**config.mk**
```make
export PLATFORM = sky130hd
export DESIGN_NAME = uirq_ctrl
export DESIGN_NICKNAME = d
export VERILOG_FILES = /design/src/rtl/uirq_pkg.sv /design/src/rtl/uirq_src_fsm.sv /design/src/rtl/uirq_prio.sv /design/src/rtl/uirq_regs.sv /design/src/rtl/uirq_ctrl.sv
export SDC_FILE = /design/constraint.sdc
export NUM_CORES = 1
export LEC_CHECK = 0
export BUFFER_PORTS_ARGS = -buffer_cell sky130_fd_sc_hd__buf_2
export CAP_MARGIN = 20
export CELL_PAD_IN_SITES_DETAIL_PLACEMENT = 0
export CELL_PAD_IN_SITES_GLOBAL_PLACEMENT = 1
export CORE_AREA = 5 5 70 53
export DETAILED_ROUTE_END_ITERATION = 12
export DIE_AREA = 0 0 75 58
export GPL_TIMING_DRIVEN = 1
export PLACE_DENSITY_LB_ADDON = 0.1
export RECOVER_POWER = 25
export SLEW_MARGIN = 15
export SYNTH_ARGS = -nofsm -noshare
export SYNTH_HDL_FRONTEND = slang
export SYNTH_SLANG_ARGS = --single-unit
export TNS_END_PERCENT = 10
```
**constraint.sdc**
```tcl
create_clock -name clk -period 1.3 [get_ports clk]
set_clock_uncertainty 0.15 [all_clocks]
set_input_delay 0.195 -clock clk [delete_from_list [all_inputs] [get_ports clk]]
set_output_delay 0.195 -clock clk [all_outputs]
set_load 0.01 [all_outputs]
```
**src/rtl/uirq_pkg.sv**
```systemverilog
package uirq_pkg;

    localparam int ADDR_W = 2;

    localparam logic [ADDR_W-1:0] ADR_ENABLE = 2'd0;
    localparam logic [ADDR_W-1:0] ADR_IDENT  = 2'd1;
    localparam logic [ADDR_W-1:0] ADR_STATUS = 2'd2;
    localparam logic [ADDR_W-1:0] ADR_DATA   = 2'd3;

    // Enable and status bit positions
    localparam int BIT_RXF = 0;
    localparam int BIT_TXE = 1;
    localparam int BIT_ERR = 2;

    localparam int ST_ERR = 0;
    localparam int ST_RXD = 1;
    localparam int ST_TXD = 2;

    // Word sources handled by request state machines
    localparam int NSRC    = 2;
    localparam int SRC_RXF = 0;
    localparam int SRC_TXE = 1;

    typedef enum logic [1:0] {
        SRC_OFF  = 2'd0,
        SRC_WAIT = 2'd1,
        SRC_REQ  = 2'd2
    } src_state_e;

    typedef enum logic [1:0] {
        ID_NONE = 2'd0,
        ID_TXE  = 2'd1,
        ID_RXF  = 2'd2,
        ID_ERR  = 2'd3
    } ident_e;

endpackage

```
**src/rtl/uirq_src_fsm.sv**
```systemverilog
module uirq_src_fsm
    import uirq_pkg::*;
(
    input  logic clk,
    input  logic rst,
    input  logic enable,
    input  logic level,
    input  logic clear,
    output logic req,
    output logic req_nxt
);

    src_state_e state_q;
    src_state_e state_d;
    logic       level_q;
    logic       rise;

    assign rise = level & ~level_q;

    always_ff @(posedge clk) begin
        if (rst) begin
            state_q <= SRC_OFF;
            level_q <= 1'b0;
        end else begin
            state_q <= state_d;
            level_q <= level;
        end
    end

    always_comb begin
        state_d = state_q;
        unique case (state_q)
            SRC_OFF: begin
                if (enable) begin
                    state_d = level ? SRC_REQ : SRC_WAIT;
                end
            end
            SRC_WAIT: begin
                if (!enable) begin
                    state_d = SRC_OFF;
                end else if (rise) begin
                    state_d = SRC_REQ;
                end
            end
            SRC_REQ: begin
                if (!enable) begin
                    state_d = SRC_OFF;
                end else if (clear && !rise) begin
                    state_d = SRC_WAIT;
                end
            end
            default: state_d = SRC_OFF;
        endcase
    end

    always_comb begin
        req     = (state_q == SRC_REQ);
        req_nxt = (state_d == SRC_REQ);
    end

endmodule

```
**src/rtl/uirq_prio.sv**
```systemverilog
module uirq_prio
    import uirq_pkg::*;
(
    input  logic   err_req,
    input  logic   rxf_req,
    input  logic   txe_req,
    output ident_e ident
);

    always_comb begin
        if (err_req) begin
            ident = ID_ERR;
        end else if (rxf_req) begin
            ident = ID_RXF;
        end else if (txe_req) begin
            ident = ID_TXE;
        end else begin
            ident = ID_NONE;
        end
    end

endmodule

```
**src/rtl/uirq_regs.sv**
```systemverilog
module uirq_regs
    import uirq_pkg::*;
#(
    parameter int DATA_W = 8
) (
    input  logic              clk,
    input  logic              rst,
    input  logic              bus_wr,
    input  logic              bus_rd,
    input  logic [ADDR_W-1:0] bus_addr,
    input  logic [DATA_W-1:0] bus_wdata,
    input  logic              rx_err,
    input  logic              rx_dma_done,
    input  logic              tx_dma_done,
    input  ident_e            ident,
    output logic [DATA_W-1:0] bus_rdata,
    output logic [DATA_W-1:0] en_q,
    output logic [2:0]        st_q,
    output logic [2:0]        st_nxt,
    output logic              thr_wr,
    output logic              rbr_rd,
    output logic              iir_rd
);

    localparam int PAD_ID = DATA_W - 2;
    localparam int PAD_ST = DATA_W - 3;

    logic       st_rd;
    logic [2:0] st_set;

    always_comb begin
        thr_wr = bus_wr && (bus_addr == ADR_DATA);
        rbr_rd = bus_rd && (bus_addr == ADR_DATA);
        iir_rd = bus_rd && (bus_addr == ADR_IDENT);
        st_rd  = bus_rd && (bus_addr == ADR_STATUS);
    end

    always_comb begin
        st_set         = '0;
        st_set[ST_ERR] = rx_err;
        st_set[ST_RXD] = rx_dma_done;
        st_set[ST_TXD] = tx_dma_done;
    end

    // A new event in the same cycle as the clearing read wins
    for (genvar g = 0; g < 3; g++) begin : g_status
        assign st_nxt[g] = st_set[g] | (st_q[g] & ~st_rd);
    end

    always_ff @(posedge clk) begin
        if (rst) begin
            en_q <= '0;
            st_q <= '0;
        end else begin
            if (bus_wr && (bus_addr == ADR_ENABLE)) begin
                en_q <= bus_wdata;
            end
            st_q <= st_nxt;
        end
    end

    always_comb begin
        unique case (bus_addr)
            ADR_ENABLE: bus_rdata = en_q;
            ADR_IDENT:  bus_rdata = {{PAD_ID{1'b0}}, ident};
            ADR_STATUS: bus_rdata = {{PAD_ST{1'b0}}, st_q};
            default:    bus_rdata = '0;
        endcase
    end

endmodule

```
**src/rtl/uirq_ctrl.sv**
```systemverilog
module uirq_ctrl
    import uirq_pkg::*;
#(
    parameter int DATA_W = 8
) (
    input  logic              clk,
    input  logic              rst,
    input  logic              dma_mode,
    input  logic              thr_empty,
    input  logic              rbr_full,
    input  logic              tx_dma_done,
    input  logic              rx_dma_done,
    input  logic              rx_err,
    input  logic              bus_wr,
    input  logic              bus_rd,
    input  logic [1:0]        bus_addr,
    input  logic [DATA_W-1:0] bus_wdata,
    output logic [DATA_W-1:0] bus_rdata,
    output logic              irq_rx,
    output logic              irq_tx
);

    logic [DATA_W-1:0] en_q;
    logic [2:0]        st_q;
    logic [2:0]        st_nxt;
    logic              thr_wr;
    logic              rbr_rd;
    logic              iir_rd;
    ident_e            ident;

    logic [NSRC-1:0] src_en;
    logic [NSRC-1:0] src_lvl;
    logic [NSRC-1:0] src_clr;
    logic [NSRC-1:0] src_req;
    logic [NSRC-1:0] src_req_nxt;

    logic en_rx;
    logic en_err;
    logic err_q;
    logic err_req;
    logic rx_req;
    logic tx_req;
    logic irq_rx_d;
    logic irq_tx_d;

    uirq_regs #(.DATA_W(DATA_W)) u_regs (
        .clk         (clk),
        .rst         (rst),
        .bus_wr      (bus_wr),
        .bus_rd      (bus_rd),
        .bus_addr    (bus_addr),
        .bus_wdata   (bus_wdata),
        .rx_err      (rx_err),
        .rx_dma_done (rx_dma_done),
        .tx_dma_done (tx_dma_done),
        .ident       (ident),
        .bus_rdata   (bus_rdata),
        .en_q        (en_q),
        .st_q        (st_q),
        .st_nxt      (st_nxt),
        .thr_wr      (thr_wr),
        .rbr_rd      (rbr_rd),
        .iir_rd      (iir_rd)
    );

    always_comb begin
        en_rx   = en_q[BIT_RXF];
        en_err  = en_q[BIT_ERR];
        err_q   = st_q[ST_ERR];
        err_req = err_q & en_err;

        src_en[SRC_RXF]  = en_rx & ~dma_mode;
        src_en[SRC_TXE]  = en_q[BIT_TXE] & ~dma_mode;
        src_lvl[SRC_RXF] = rbr_full;
        src_lvl[SRC_TXE] = thr_empty;
        src_clr[SRC_RXF] = rbr_rd;
        src_clr[SRC_TXE] = thr_wr | (iir_rd && (ident == ID_TXE));
    end

    for (genvar g = 0; g < NSRC; g++) begin : g_src
        uirq_src_fsm u_fsm (
            .clk     (clk),
            .rst     (rst),
            .enable  (src_en[g]),
            .level   (src_lvl[g]),
            .clear   (src_clr[g]),
            .req     (src_req[g]),
            .req_nxt (src_req_nxt[g])
        );
    end

    assign rx_req = src_req[SRC_RXF];
    assign tx_req = src_req[SRC_TXE];

    uirq_prio u_prio (
        .err_req (err_req),
        .rxf_req (rx_req),
        .txe_req (tx_req),
        .ident   (ident)
    );

    always_comb begin
        if (dma_mode) begin
            irq_rx_d = st_nxt[ST_RXD] | (st_nxt[ST_ERR] & en_err);
            irq_tx_d = st_nxt[ST_TXD];
        end else begin
            irq_rx_d = (st_nxt[ST_ERR] & en_err) | (|src_req_nxt);
            irq_tx_d = 1'b0;
        end
    end

    always_ff @(posedge clk) begin
        if (rst) begin
            irq_rx <= 1'b0;
            irq_tx <= 1'b0;
        end else begin
            irq_rx <= irq_rx_d;
            irq_tx <= irq_tx_d;
        end
    end

endmodule

```
# After elaboration in Yosys (flattened, before gate mapping)
# Index checks and enable logic that the tools add are counted.
# op_classes
n_reduce_logical,15
muxes,19
n_bitwise,19
eq_ne,10
# ops
op,count
two-way mux 2 bit,14
one-hot mux 8 bit (3 select lines),1
"== test 2 bit, second input constant",6
one-hot mux 2 bit (3 select lines),2
AND 1 bit,9
"== test 2 x 1 -> 1 bit, second input constant",4
logical AND 1 bit,8
zero test 2 bit,3
bitwise OR 1 bit,6
inverter 1 bit,4
OR reduction 2 bit,2
zero test 1 bit,2
two-way mux 1 bit,2
# word_totals
word_cells,71
in_bits,20
output_inout_bits,10
ff_bits,19

# Longest topological paths before layout
# Gate-level depths: netlist of run 1.
# depth
word_depth,15
ltp_mapped,6
mapped_depth_nobuf,4

# By module
# From an unflattened synthesis of run 1, not the netlist that was laid out.
# hier_totals
cells_unflattened,116
area_unflattened_um2,1084.8
# by_module_without_submodules
mod,cells_each,area_each_um2,n_inst,seq_area_each_um2
uirq_regs,72,666.9,1,220.2
uirq_src_fsm,15,147.6,2,60.1
uirq_ctrl,11,105.1,1,40.0
uirq_prio,3,17.5,1,0.0

# Least setup slack after synthesis of run 1
# Ideal clock, no wire load.
# synth_path
path_type,register to output
startpoint,reg g_src[0].u_fsm.state_q[1]
endpoint,out bus_rdata[0]
path_stages_with_launch,5
arrival_time_ns,1.070
path_slack_ns,-0.115
path_cell_list,dfxtp_1 nor2b_1 o311ai_0 o21ai_0 o21ai_0
# synth_between
elab_chain_cells,4
# synth_rtl
element,line_no,rtl
"start, declared",uirq_src_fsm.sv:13,src_state_e state_q;
"start signal, assigned",uirq_src_fsm.sv:25,state_q <= state_d;
== test 2 bit,uirq_src_fsm.sv:57,req = (state_q == SRC_REQ);
two-way mux 2 bit,uirq_prio.sv:13,end else if (rxf_req) begin
two-way mux 2 bit,uirq_prio.sv:11,if (err_req) begin
one-hot mux 8 bit (3 select lines),uirq_regs.sv:63,unique case (bus_addr)
"end, declared",uirq_ctrl.sv:18,"output logic [DATA_W-1:0] bus_rdata,"
# Every way passes these cells.

# Worst setup path after layout of run 1
# Ends and elaborated chain as after synthesis.

==> impl_metrics.py, run 1 <==
metrics = {
    "outcome": {
        "outcome": "finished with violations",
        "violations": "setup timing",
    },
    "layout": {
        "final_cell_mix": "buf_2 (29), nand2_1 (20), dfxtp_1 (16)",
        "diodes": 0,
        "final_common_cell": "buf_2",
        "layout.nets": 172,
        "fillerInstances": 327,
        "drive_gt1_share_pct": 37.09,
        "area_delta_synth_final_pct": 40.29,
        "fin_area_mm2": 0.001211,
        "final_util_pct": 40.38,
    },
    "synthesis": {
        "synth_ff_type": "dfxtp_1",
        "ys_types": 33,
        "synth_nets": 126,
        "synth-seq-cells": 19,
        "synth_warnings": 0,
        "async_flop_share_pct": 0,
        "yosysSeqAreaShare_pct": 44.06,
        "synth_edf_count": 0,
        "synth_area_um2": 863.3,
        "syn_avg_cell_area_um2": 8.145,
        "netlist_instances": 106,
    },
    "clocking": {
        "cts_buffers": 3,
        "clock_sinks": 19,
        "cts_max_level": 1,
        "root_buffer": "clkbuf_8",
        "clkTransAtPathRegs_ns": 0.07,
        "insertion_delay_ns": 0.26,
        "clockBufferDepth": 2,
        "cts_tree": "done",
    },
    "power": {
        "pwr-share-seq_pct": 51.1,
        "total_power_mw": 1.203,
        "p_sw_share_pct": 25.05,
        "internal_power_mw": 0.9015,
        "ir_worst_vdd_uv": 651.5,
        "p_leak_nw": 0.5520,
        "power.switching_mw": 0.3013,
        "p_clk_share_pct": 35.0,
        "p_per_area_mw_per_mm2": 993.1,
        "pwr-share-comb_pct": 13.8,
    },
    "worst_setup_path": {
        "worst-path-max-fanout": 2,
        "required_ns": 0.95,
        "worstSetupPathType": "reg -> out",
        "arrival_ns": 1.30,
        "rr_startpoint": "g_src[1].u_fsm.state_q[1]",
        "worst_setup_path_end_kind": "output port",
        "cp-start-kind": "flip-flop",
        "r2r_end": "irq_rx",
        "reg2reg_depth": 5,
        "r2r_setup_slack_ns": -0.04,
    },
    "sta": {
        "setup-violations-final": 10,
        "period_share_pct": 126.8,
        "setup_ws_ns": -0.3485,
        "layout_min_cycle_time_ns": 1.649,
        "holdWs_ns": 0.01030,
        "max_slew_margin_pct": 47.07,
        "rsz0062_at_grt": "yes",
        "maxSlewViolCount": 0,
        "worst_pin_slew_ns": 0.7939,
        "max_freq_ghz": 0.6066,
        "hold_viol": 0,
    },
    "floorplanning": {
        "rows": 17,
        "core_area_mm2": 0.002999,
        "top_level_ports": 30,
        "die_area_mm2": 0.004350,
        "start_util_pct": 28.79,
        "die_h_um": 58,
        "die_x_um": 75,
    },
    "drt": {
        "wl_per_cell_um": 12.23,
        "drtPass1Iterations": 4,
        "antenna_left": 0,
        "vias": 846,
        "wirelength_um": 2311,
        "drt_iter0_drc": 42,
        "remaining_drc_errors": 0,
        "vias_per_cell": 4.476,
    },
    "global_routing": {
        "grt_pass1_wl_um": 3663,
        "grt_start_max_net_pins": 18,
        "grt_usage_pct": 11.03,
        "grt-ovfl-total": 0,
        "grt_pass1_vias": 813,
        "antenna_found_initial": 0,
    },
    "placement": {
        "pre_cts_ws_ns": -0.1200,
        "globalplace.congestion": 0.7334,
        "dpl.hpwl_um": 1795,
        "port_buffers": 29,
        "post_dp_cell_area_mm2": 0.001144,
    },
    "worst_hold_path": {
        "whs_path_depth": 3,
        "hp-class": "in -> reg",
        "hp-start": "tx_dma_done",
        "min_to": "u_regs.st_q[2]",
    },
    "run": {
        "maxCapViolations": 0,
    },
}
[synth_stat cells (2+ instances only)]
| library cell | instances | area (um2) |
|---|---|---|
| nor2_1 | 8 | 30.03 |
| inv_1 | 5 | 18.77 |
| nand2_1 | 20 | 75.07 |
| dfxtp_1 | 19 | 380.4 |
| nand2b_1 | 2 | 12.51 |
| nor3_1 | 2 | 10.01 |
| and2_1 | 6 | 37.54 |
| buf_2 | 2 | 10.01 |
| nor2b_1 | 4 | 25.02 |
| a21oi_1 | 13 | 65.06 |
| o21ai_0 | 3 | 15.01 |
[area by class of cell]
type	count	area, um2	share of cell area [%]
sequential	19	384.1	31.71
clock buffer	3	41.29	3.409
multi-input combinational	77	442.9	36.57
timing repair buffer	46	271.5	22.42
tap	38	47.55	3.926
clock inverter	1	5.005	0.4132
inverter	5	18.77	1.550
[routing by layer]
layer	routed length, um	vias to the layer above	global-route usage [%]
met5	0	-	0
met4	7	0	1.523
met3	174	2	4.853
met2	911	21	14.76
met1	1218	376	16.42
li1	-	447	-
[worst max-delay path, cell delays in order (launching register included)]
cell and delay (ns):
dfxtp_1 0.31, nor2b_1 0.14, o311ai_1 0.21, o21ai_1 0.12, o21ai_1 0.13, buf_2 0.14
[how the worst max path moves through the flow]
stage                     end  slack, ns                 startpoint
2_1_floorplan    bus_rdata[0]      0.005  g_src[0].u_fsm.state_q[1]
6_report         bus_rdata[0]      -0.35  g_src[0].u_fsm.state_q[1]
4_1_cts          bus_rdata[0]      -0.35  g_src[0].u_fsm.state_q[1]
5_1_grt          bus_rdata[0]      -0.44  g_src[0].u_fsm.state_q[1]
3_3_place_gp           irq_rx      -0.11                bus_addr[0]
3_5_place_dp   u_regs.en_q[5]      -0.12                bus_addr[0]
[metrics by stage]
step                      TNS, ns  cells
final                      -1.027    189
after global routing       -1.791    189
after global placement    -0.7287    184
after CTS                  -1.200    189
after floorplan                 0    106
after detailed placement   -1.455    184
[repair_timing]
action,in CTS,in global routing
pin swaps,1,0
setup endpoints to repair,10,11
setup buffers,0,0
resized for setup,2,3
hold buffers,1,0
endpoints found under the hold margin,1,0
[kinds of logic (layout without fill, tap and decap cells)]
logic type	Yosys count	after routing	synth area share, %
flops	19	19	44.06
simple gates	48	48	27.25
buf+inv	10	55	5.942
mux	1	1	1.159
fa+ha+maj	1	1	1.159
compound gates	27	27	20.44
[power groups by stage]
stage | Combinational, mW | Clock [mW] | Sequential, mW
detailed placement | 0.164 | 0 | 0.629
CTS | 0.168 | 0.445 | 0.615
finish | 0.166 | 0.422 | 0.615
global route | 0.184 | 0.471 | 0.618
floorplan | 0.0809 | 0 | 0.629
global placement | 0.163 | 0 | 0.628
[state kept, by name, summed over array words and instances, names as in the netlist]
name	flops
irq_rx	1
g_src.u_fsm.state_q	4
u_regs.en_q	8
g_src.u_fsm.level_q	2
irq_tx	1
u_regs.st_q	3
Note: power is estimated with default switching activity, not from simulation.
==> run 2, diff against run 1 <==
- SETUP_SLACK_MARGIN: default -> 0.3
==> impl_metrics.py, run 2 (synthesis results as in run 1) <==
metrics = {
    "worst_setup_path": {
        "worstSetupPathType": "reg -> out",
        "critPathMaxStageDelay_ns": 0.32,
        "crit_end": "bus_rdata[0]",
        "crit_path_start": "g_src[0].u_fsm.state_q[1]",
        "r2r_setup_slack_ns": 0.02,
        "arrival_ns": 1.27,
        "reg2reg_depth": 5,
        "required_ns": 0.95,
        "worst-path-max-fanout": 2,
        "timing.critical_path.mode_cell": "o21ai_1",
        "worst_setup_path_end_kind": "output port",
        "rr_startpoint": "g_src[1].u_fsm.state_q[1]",
        "path_cells": "nor2b_4 > o311ai_1 > o21ai_1 > o21ai_1 > buf_2",
        "critical-path-slowest-cell": "dfxtp_2",
        "cp-start-kind": "flip-flop",
        "r2r_end": "irq_rx",
    },
    "global_routing": {
        "grt_pass1_wl_um": 3705,
        "grt-ovfl-total": 0,
        "met1_usage_pct": 16.42,
        "grt_pass1_vias": 790,
        "grt_start_max_net_pins": 18,
        "grtUsageMet2_pct": 15.88,
        "antenna_found_initial": 0,
        "grt_usage_pct": 11.31,
        "global_route.usage.met3_pct": 4.159,
        "grt-busiest-layer": "met1",
    },
    "sta": {
        "fin_tns_setup_ns": -0.7010,
        "hold_viol": 1,
        "setup_ws_ns": -0.3110,
        "worst_pin_slew_ns": 0.7874,
        "max_slew_margin_pct": 47.51,
        "maxSlewViolCount": 0,
        "layout_min_cycle_time_ns": 1.611,
        "setup-violations-final": 9,
        "rsz0062_at_grt": "yes",
        "period_share_pct": 123.9,
        "holdWs_ns": -0.02235,
        "max_freq_ghz": 0.6207,
    },
    "layout": {
        "final_util_pct": 42.43,
        "largest_reg_flops": 8,
        "area_delta_synth_final_pct": 47.39,
        "fin_cells": 189,
        "fillerInstances": 317,
        "layout.nets": 172,
        "diodes": 0,
        "drive_gt1_share_pct": 45.70,
        "final_cell_mix": "buf_2 (29), nand2_1 (20), dfxtp_1 (14), buf_4 (14), a21oi_1 (11)",
        "top_regs": "u_regs.en_q x8, g_src.u_fsm.state_q x4, u_regs.st_q x3",
        "regMostFlops": "u_regs.en_q",
        "final_common_cell": "buf_2",
    },
    "run": {
        "maxCapViolations": 0,
    },
    "drt": {
        "vias_per_cell": 4.582,
        "vias": 866,
        "drtPass1Iterations": 4,
        "drt_iter0_drc": 28,
        "wirelength_um": 2380,
        "remaining_drc_errors": 0,
        "wl_per_cell_um": 12.59,
        "antenna_left": 0,
    },
    "placement": {
        "dpl.hpwl_um": 1780,
        "port_buffers": 29,
        "globalplace.congestion": 0.7208,
        "dp_cells": 183,
    },
    "clocking": {
        "clock_sinks": 19,
        "clockBufferDepth": 2,
        "cts_max_level": 1,
        "root_buffer": "clkbuf_8",
        "clkTransAtPathRegs_ns": 0.08,
        "cts_tree": "done",
        "cts_buffers": 3,
        "insertion_delay_ns": 0.26,
    },
    "floorplanning": {
        "start_util_pct": 28.79,
        "die_h_um": 58,
        "die_x_um": 75,
        "rows": 17,
        "core_area_mm2": 0.002999,
        "die_area_mm2": 0.004350,
        "top_level_ports": 30,
    },
    "power": {
        "total_power_mw": 1.219,
        "p_leak_nw": 0.5618,
        "ir_worst_vdd_uv": 518.2,
        "p_per_area_mw_per_mm2": 957.8,
    },
    "outcome": {
        "outcome": "finished with violations",
        "violations": "hold timing, setup timing",
    },
    "worst_hold_path": {
        "hp-class": "in -> reg",
    },
}
run 2: cell type report:
class | count | area (um2) | area share [%]
sequential | 19 | 386.6 | 30.38
timing repair buffer | 46 | 285.3 | 22.42
clock buffer | 3 | 41.29 | 3.245
multi-input combinational | 77 | 485.5 | 38.15
inverter | 5 | 18.77 | 1.475
tap | 38 | 47.55 | 3.736
clock inverter | 1 | 7.507 | 0.5900
run 2: how the worst min path moves through the flow:
stage               startpoint                         to  slack (ns)  cells past startpoint
floorplan            thr_empty  g_src[1].u_fsm.state_q[0]        0.13                      1
global placement     thr_empty  g_src[1].u_fsm.state_q[0]        0.26                      2
detailed placement   thr_empty  g_src[1].u_fsm.state_q[0]        0.26                      2
CTS                  thr_empty  g_src[1].u_fsm.state_q[0]       -0.03                      2
global route         thr_empty  g_src[1].u_fsm.state_q[0]       -0.03                      2
finish               thr_empty  g_src[1].u_fsm.state_q[0]       -0.02                      2
run 2: where the power goes:
part	switching (mW)	internal [mW]
clock network	0.212	0.216
registers	0.0117	0.605
logic	0.0875	0.0873
run 2: metal layers:
| layer | share of wire [%] | up-vias |
|---|---|---|
| li1 | - | 449 |
| met1 | 51 | 389 |
| met2 | 40 | 26 |
| met3 | 7.9 | 2 |
| met4 | 0.50 | 0 |
| met5 | 0 | - |
run 2: what timing repair did:
item | CTS | global route
endpoints found under the setup margin | 21 | 26
pin swaps | 3 | 2
resized for setup | 8 | 9
endpoints found under the hold margin | 1 | 1
setup buffers | 1 | 1
run 2: through the flow:
stage,worst slack (ns),area (um2)
floorplan,0.005003,870.8
global placement,-0.06105,1156
detailed placement,-0.05535,1156
CTS,-0.3283,1239
global route,-0.3717,1272
finish,-0.3110,1272
run 2: worst max-delay path: cells and delay by family (launching register included):
family / cells / cell delay, ns
buffers and inverters: 1 / 0.14
AND/OR/NAND/NOR: 1 / 0.12
flip-flops: 1 / 0.32
AO/OA/AOI/OAI: 3 / 0.43
==> run 3, diff against run 2 <==
- CORE_AREA: 5 5 70 53 -> 5 5 74 56
- DIE_AREA: 0 0 75 58 -> 0 0 79 61
- SYNTH_HIERARCHICAL: default -> 1
- TNS_END_PERCENT: 10 -> default
==> impl_metrics.py, run 3 <==
metrics = {
    "synthesis": {
        "synth_edf_count": 0,
        "synth_ff_type": "dfxtp_1",
        "ys_top_cells_by_count": "nand2b_1 (23), dfxtp_1 (19), mux2i_1 (11)",
        "synth_nets": 136,
        "synth-seq-cells": 19,
        "yosysSeqAreaShare_pct": 35.06,
        "synthMostInstantiatedCell": "nand2b_1",
        "syn_avg_cell_area_um2": 9.352,
        "ys_types": 30,
        "synth_top_area_share_pct": 35.06,
        "synth_area_leader_cell": "dfxtp_1",
        "netlist_instances": 116,
        "async_flop_share_pct": 0,
        "synth_area_leaders": "dfxtp_1 (35%), nand2b_1 (13%), mux2i_1 (10%), and2_1 (3.5%), and2b_2 (3.2%)",
        "synth_area_mm2": 0.001085,
        "synth_warnings": 6,
    },
    "layout": {
        "area_delta_synth_final_pct": 52.36,
        "layout.nets": 192,
        "top_regs": "u_regs/en_q x8, g_src.u_fsm/state_q x4, u_regs/st_q x3",
        "fin_cells": 211,
        "final_common_cell": "buf_2",
        "ff_latch_area_um2": 392.9,
        "regMostFlops": "u_regs/en_q",
        "final_cell_mix": "buf_2 (22), nand2b_1 (21), buf_4 (18)",
        "diodes": 0,
        "fillerInstances": 332,
        "multi_input_area_um2": 698.2,
        "largest_reg_flops": 8,
        "drive_gt1_share_pct": 56.14,
    },
    "global_routing": {
        "grt_start_max_net_pins": 29,
        "global_route.usage.met3_pct": 4.154,
        "grt_pass1_vias": 981,
        "grt_usage_pct": 12.15,
        "grt-busiest-layer": "met2",
        "grtUsageMet2_pct": 18.94,
        "met1_usage_pct": 16.07,
        "grt-ovfl-total": 0,
        "grt_pass1_wl_um": 4429,
        "antenna_found_initial": 0,
    },
    "clocking": {
        "clock_sinks": 19,
        "clkTransAtPathRegs_ns": 0.07,
        "cts_buffers": 3,
        "root_buffer": "clkbuf_8",
        "cts_tree": "done",
        "insertion_delay_ns": 0.26,
        "cts_max_level": 1,
        "clockBufferDepth": 2,
    },
    "floorplanning": {
        "core_area_mm2": 0.003356,
        "rows": 18,
        "top_level_ports": 30,
        "start_util_pct": 32.33,
        "die_area_mm2": 0.004819,
        "die_x_um": 79,
        "die_h_um": 61,
    },
    "power": {
        "p_leak_nw": 0.7791,
        "ir_worst_vdd_uv": 465.9,
        "p_per_area_mw_per_mm2": 781.4,
    },
    "worst_setup_path": {
        "required_ns": 0.95,
        "path_cells": "and2b_2 > or2_1 > mux2i_1 > o2bb2ai_1 > buf_2",
        "cp-start-kind": "flip-flop",
        "critical-path-slowest-cell": "dfxtp_2",
        "worstPathBufferInverterCount": 1,
        "worst-path-max-fanout": 3,
        "critPathMaxStageDelay_ns": 0.32,
        "worstSetupPathType": "reg -> out",
        "worst_setup_path_end_kind": "output port",
        "arrival_ns": 1.40,
        "path_delay_family": "simple AND/OR/NAND/NOR gates",
    },
    "placement": {
        "globalplace.congestion": 0.8124,
        "dpl.hpwl_um": 2110,
        "dp_cells": 197,
        "pre_cts_ws_ns": -0.4155,
        "port_buffers": 29,
    },
    "run": {
        "maxCapViolations": 0,
    },
    "outcome": {
        "outcome": "finished with violations",
        "violations": "hold timing, setup timing",
    },
    "sta": {
        "layout_min_cycle_time_ns": 1.746,
        "rsz0062_at_grt": "yes",
        "setup-violations-final": 7,
        "fin_tns_setup_ns": -1.993,
        "setup_ws_ns": -0.4460,
        "maxSlewViolCount": 0,
        "holdWs_ns": -0.01320,
        "max_freq_ghz": 0.5727,
        "worst_pin_slew_ns": 0.3949,
        "max_slew_margin_pct": 73.67,
        "hold_viol": 1,
        "period_share_pct": 134.3,
    },
    "worst_hold_path": {
        "hp-class": "in -> reg",
    },
    "drt": {
        "drt_iter0_drc": 11,
        "vias": 968,
        "vias_per_cell": 4.588,
        "drtPass1Iterations": 4,
        "antenna_left": 0,
        "remaining_drc_errors": 0,
        "wl_per_cell_um": 13.30,
        "wirelength_um": 2807,
    },
}
-- run 3: changes by cell type in the layout (fill, tap and decap cells not counted), moves of 7 or more --
cell	change
nand2b_1	+20
nand2_1	-18
buf_6	+12
a21oi_1	-10
mux2i_1	+10
buf_2	-7
-- run 3: area by class of cell --
type / count / area share, %
Clock buffer: 4 / 2.725
Multi-Input combinational cell: 84 / 42.24
Inverter: 8 / 1.817
Timing Repair Buffer: 56 / 26.42
Tap cell: 40 / 3.028
Sequential cell: 19 / 23.77
-- run 3: final timing paths --
path / startpoint / endpoint / slack [ns] / cells past startpoint
setup / recovery: g_src[0].u_fsm/state_q[0] / bus_rdata[1] / -0.45 / 5
hold / removal: thr_empty / g_src[1].u_fsm/state_q[0] / -0.01 / 2
setup reg to reg: g_src[0].u_fsm/state_q[0] / irq_rx / -0.40 / 8
hold reg to reg: g_src[1].u_fsm/state_q[1] / g_src[1].u_fsm/state_q[0] / 0.31 / 1
-- run 3: logic make-up after synthesis --
group           after synthesis  share of synthesized area [%]
flops                        19                          35.06
compound gates               19                          13.96
fa+ha+maj                     2                          2.076
simple gates                 52                          32.53
mux                          11                          10.15
buf+inv                      13                          6.229
-- run 3: power by group --
part | internal, mW | leakage (nW) | switching, mW
registers | 0.609 | 0.160 | 0.0157
clock network | 0.218 | 0.0228 | 0.193
logic | 0.149 | 0.596 | 0.107
total | 0.976 | 0.779 | 0.316
-- run 3: layer usage --
layer / vias to the layer above / share of wire (%)
li1: 497 / -
met1: 449 / 49
met2: 20 / 46
met3: 2 / 4.4
met4: 0 / 0.68
met5: - / 0
-- run 3: per-stage QoR --
step	utilization, %	power (mW)	area, um2
finish	49.25	1.292	1653
global route	49.25	1.362	1653
CTS	47.09	1.307	1580
detailed placement	41.35	0.8499	1388
global placement	41.35	0.8456	1388
floorplan	-	0.7549	1110
-- run 3: timing repair --
action,4_1_cts,5_1_grt
gates resized for setup,23,14
setup endpoints to repair,22,24
buffers inserted,8,2
pin swaps,5,11
endpoints found under the hold margin,2,2
-- run 3: worst register-to-register path, cell delays in order (launching register included) --
cell,delay [ns]
dfxtp_2,0.32
and2b_2,0.22
or2_1,0.23
o21bai_1,0.18
inv_1,0.07
a2bb2oi_2,0.15
nor2b_2,0.06
o21bai_1,0.12
a21oi_1,0.07
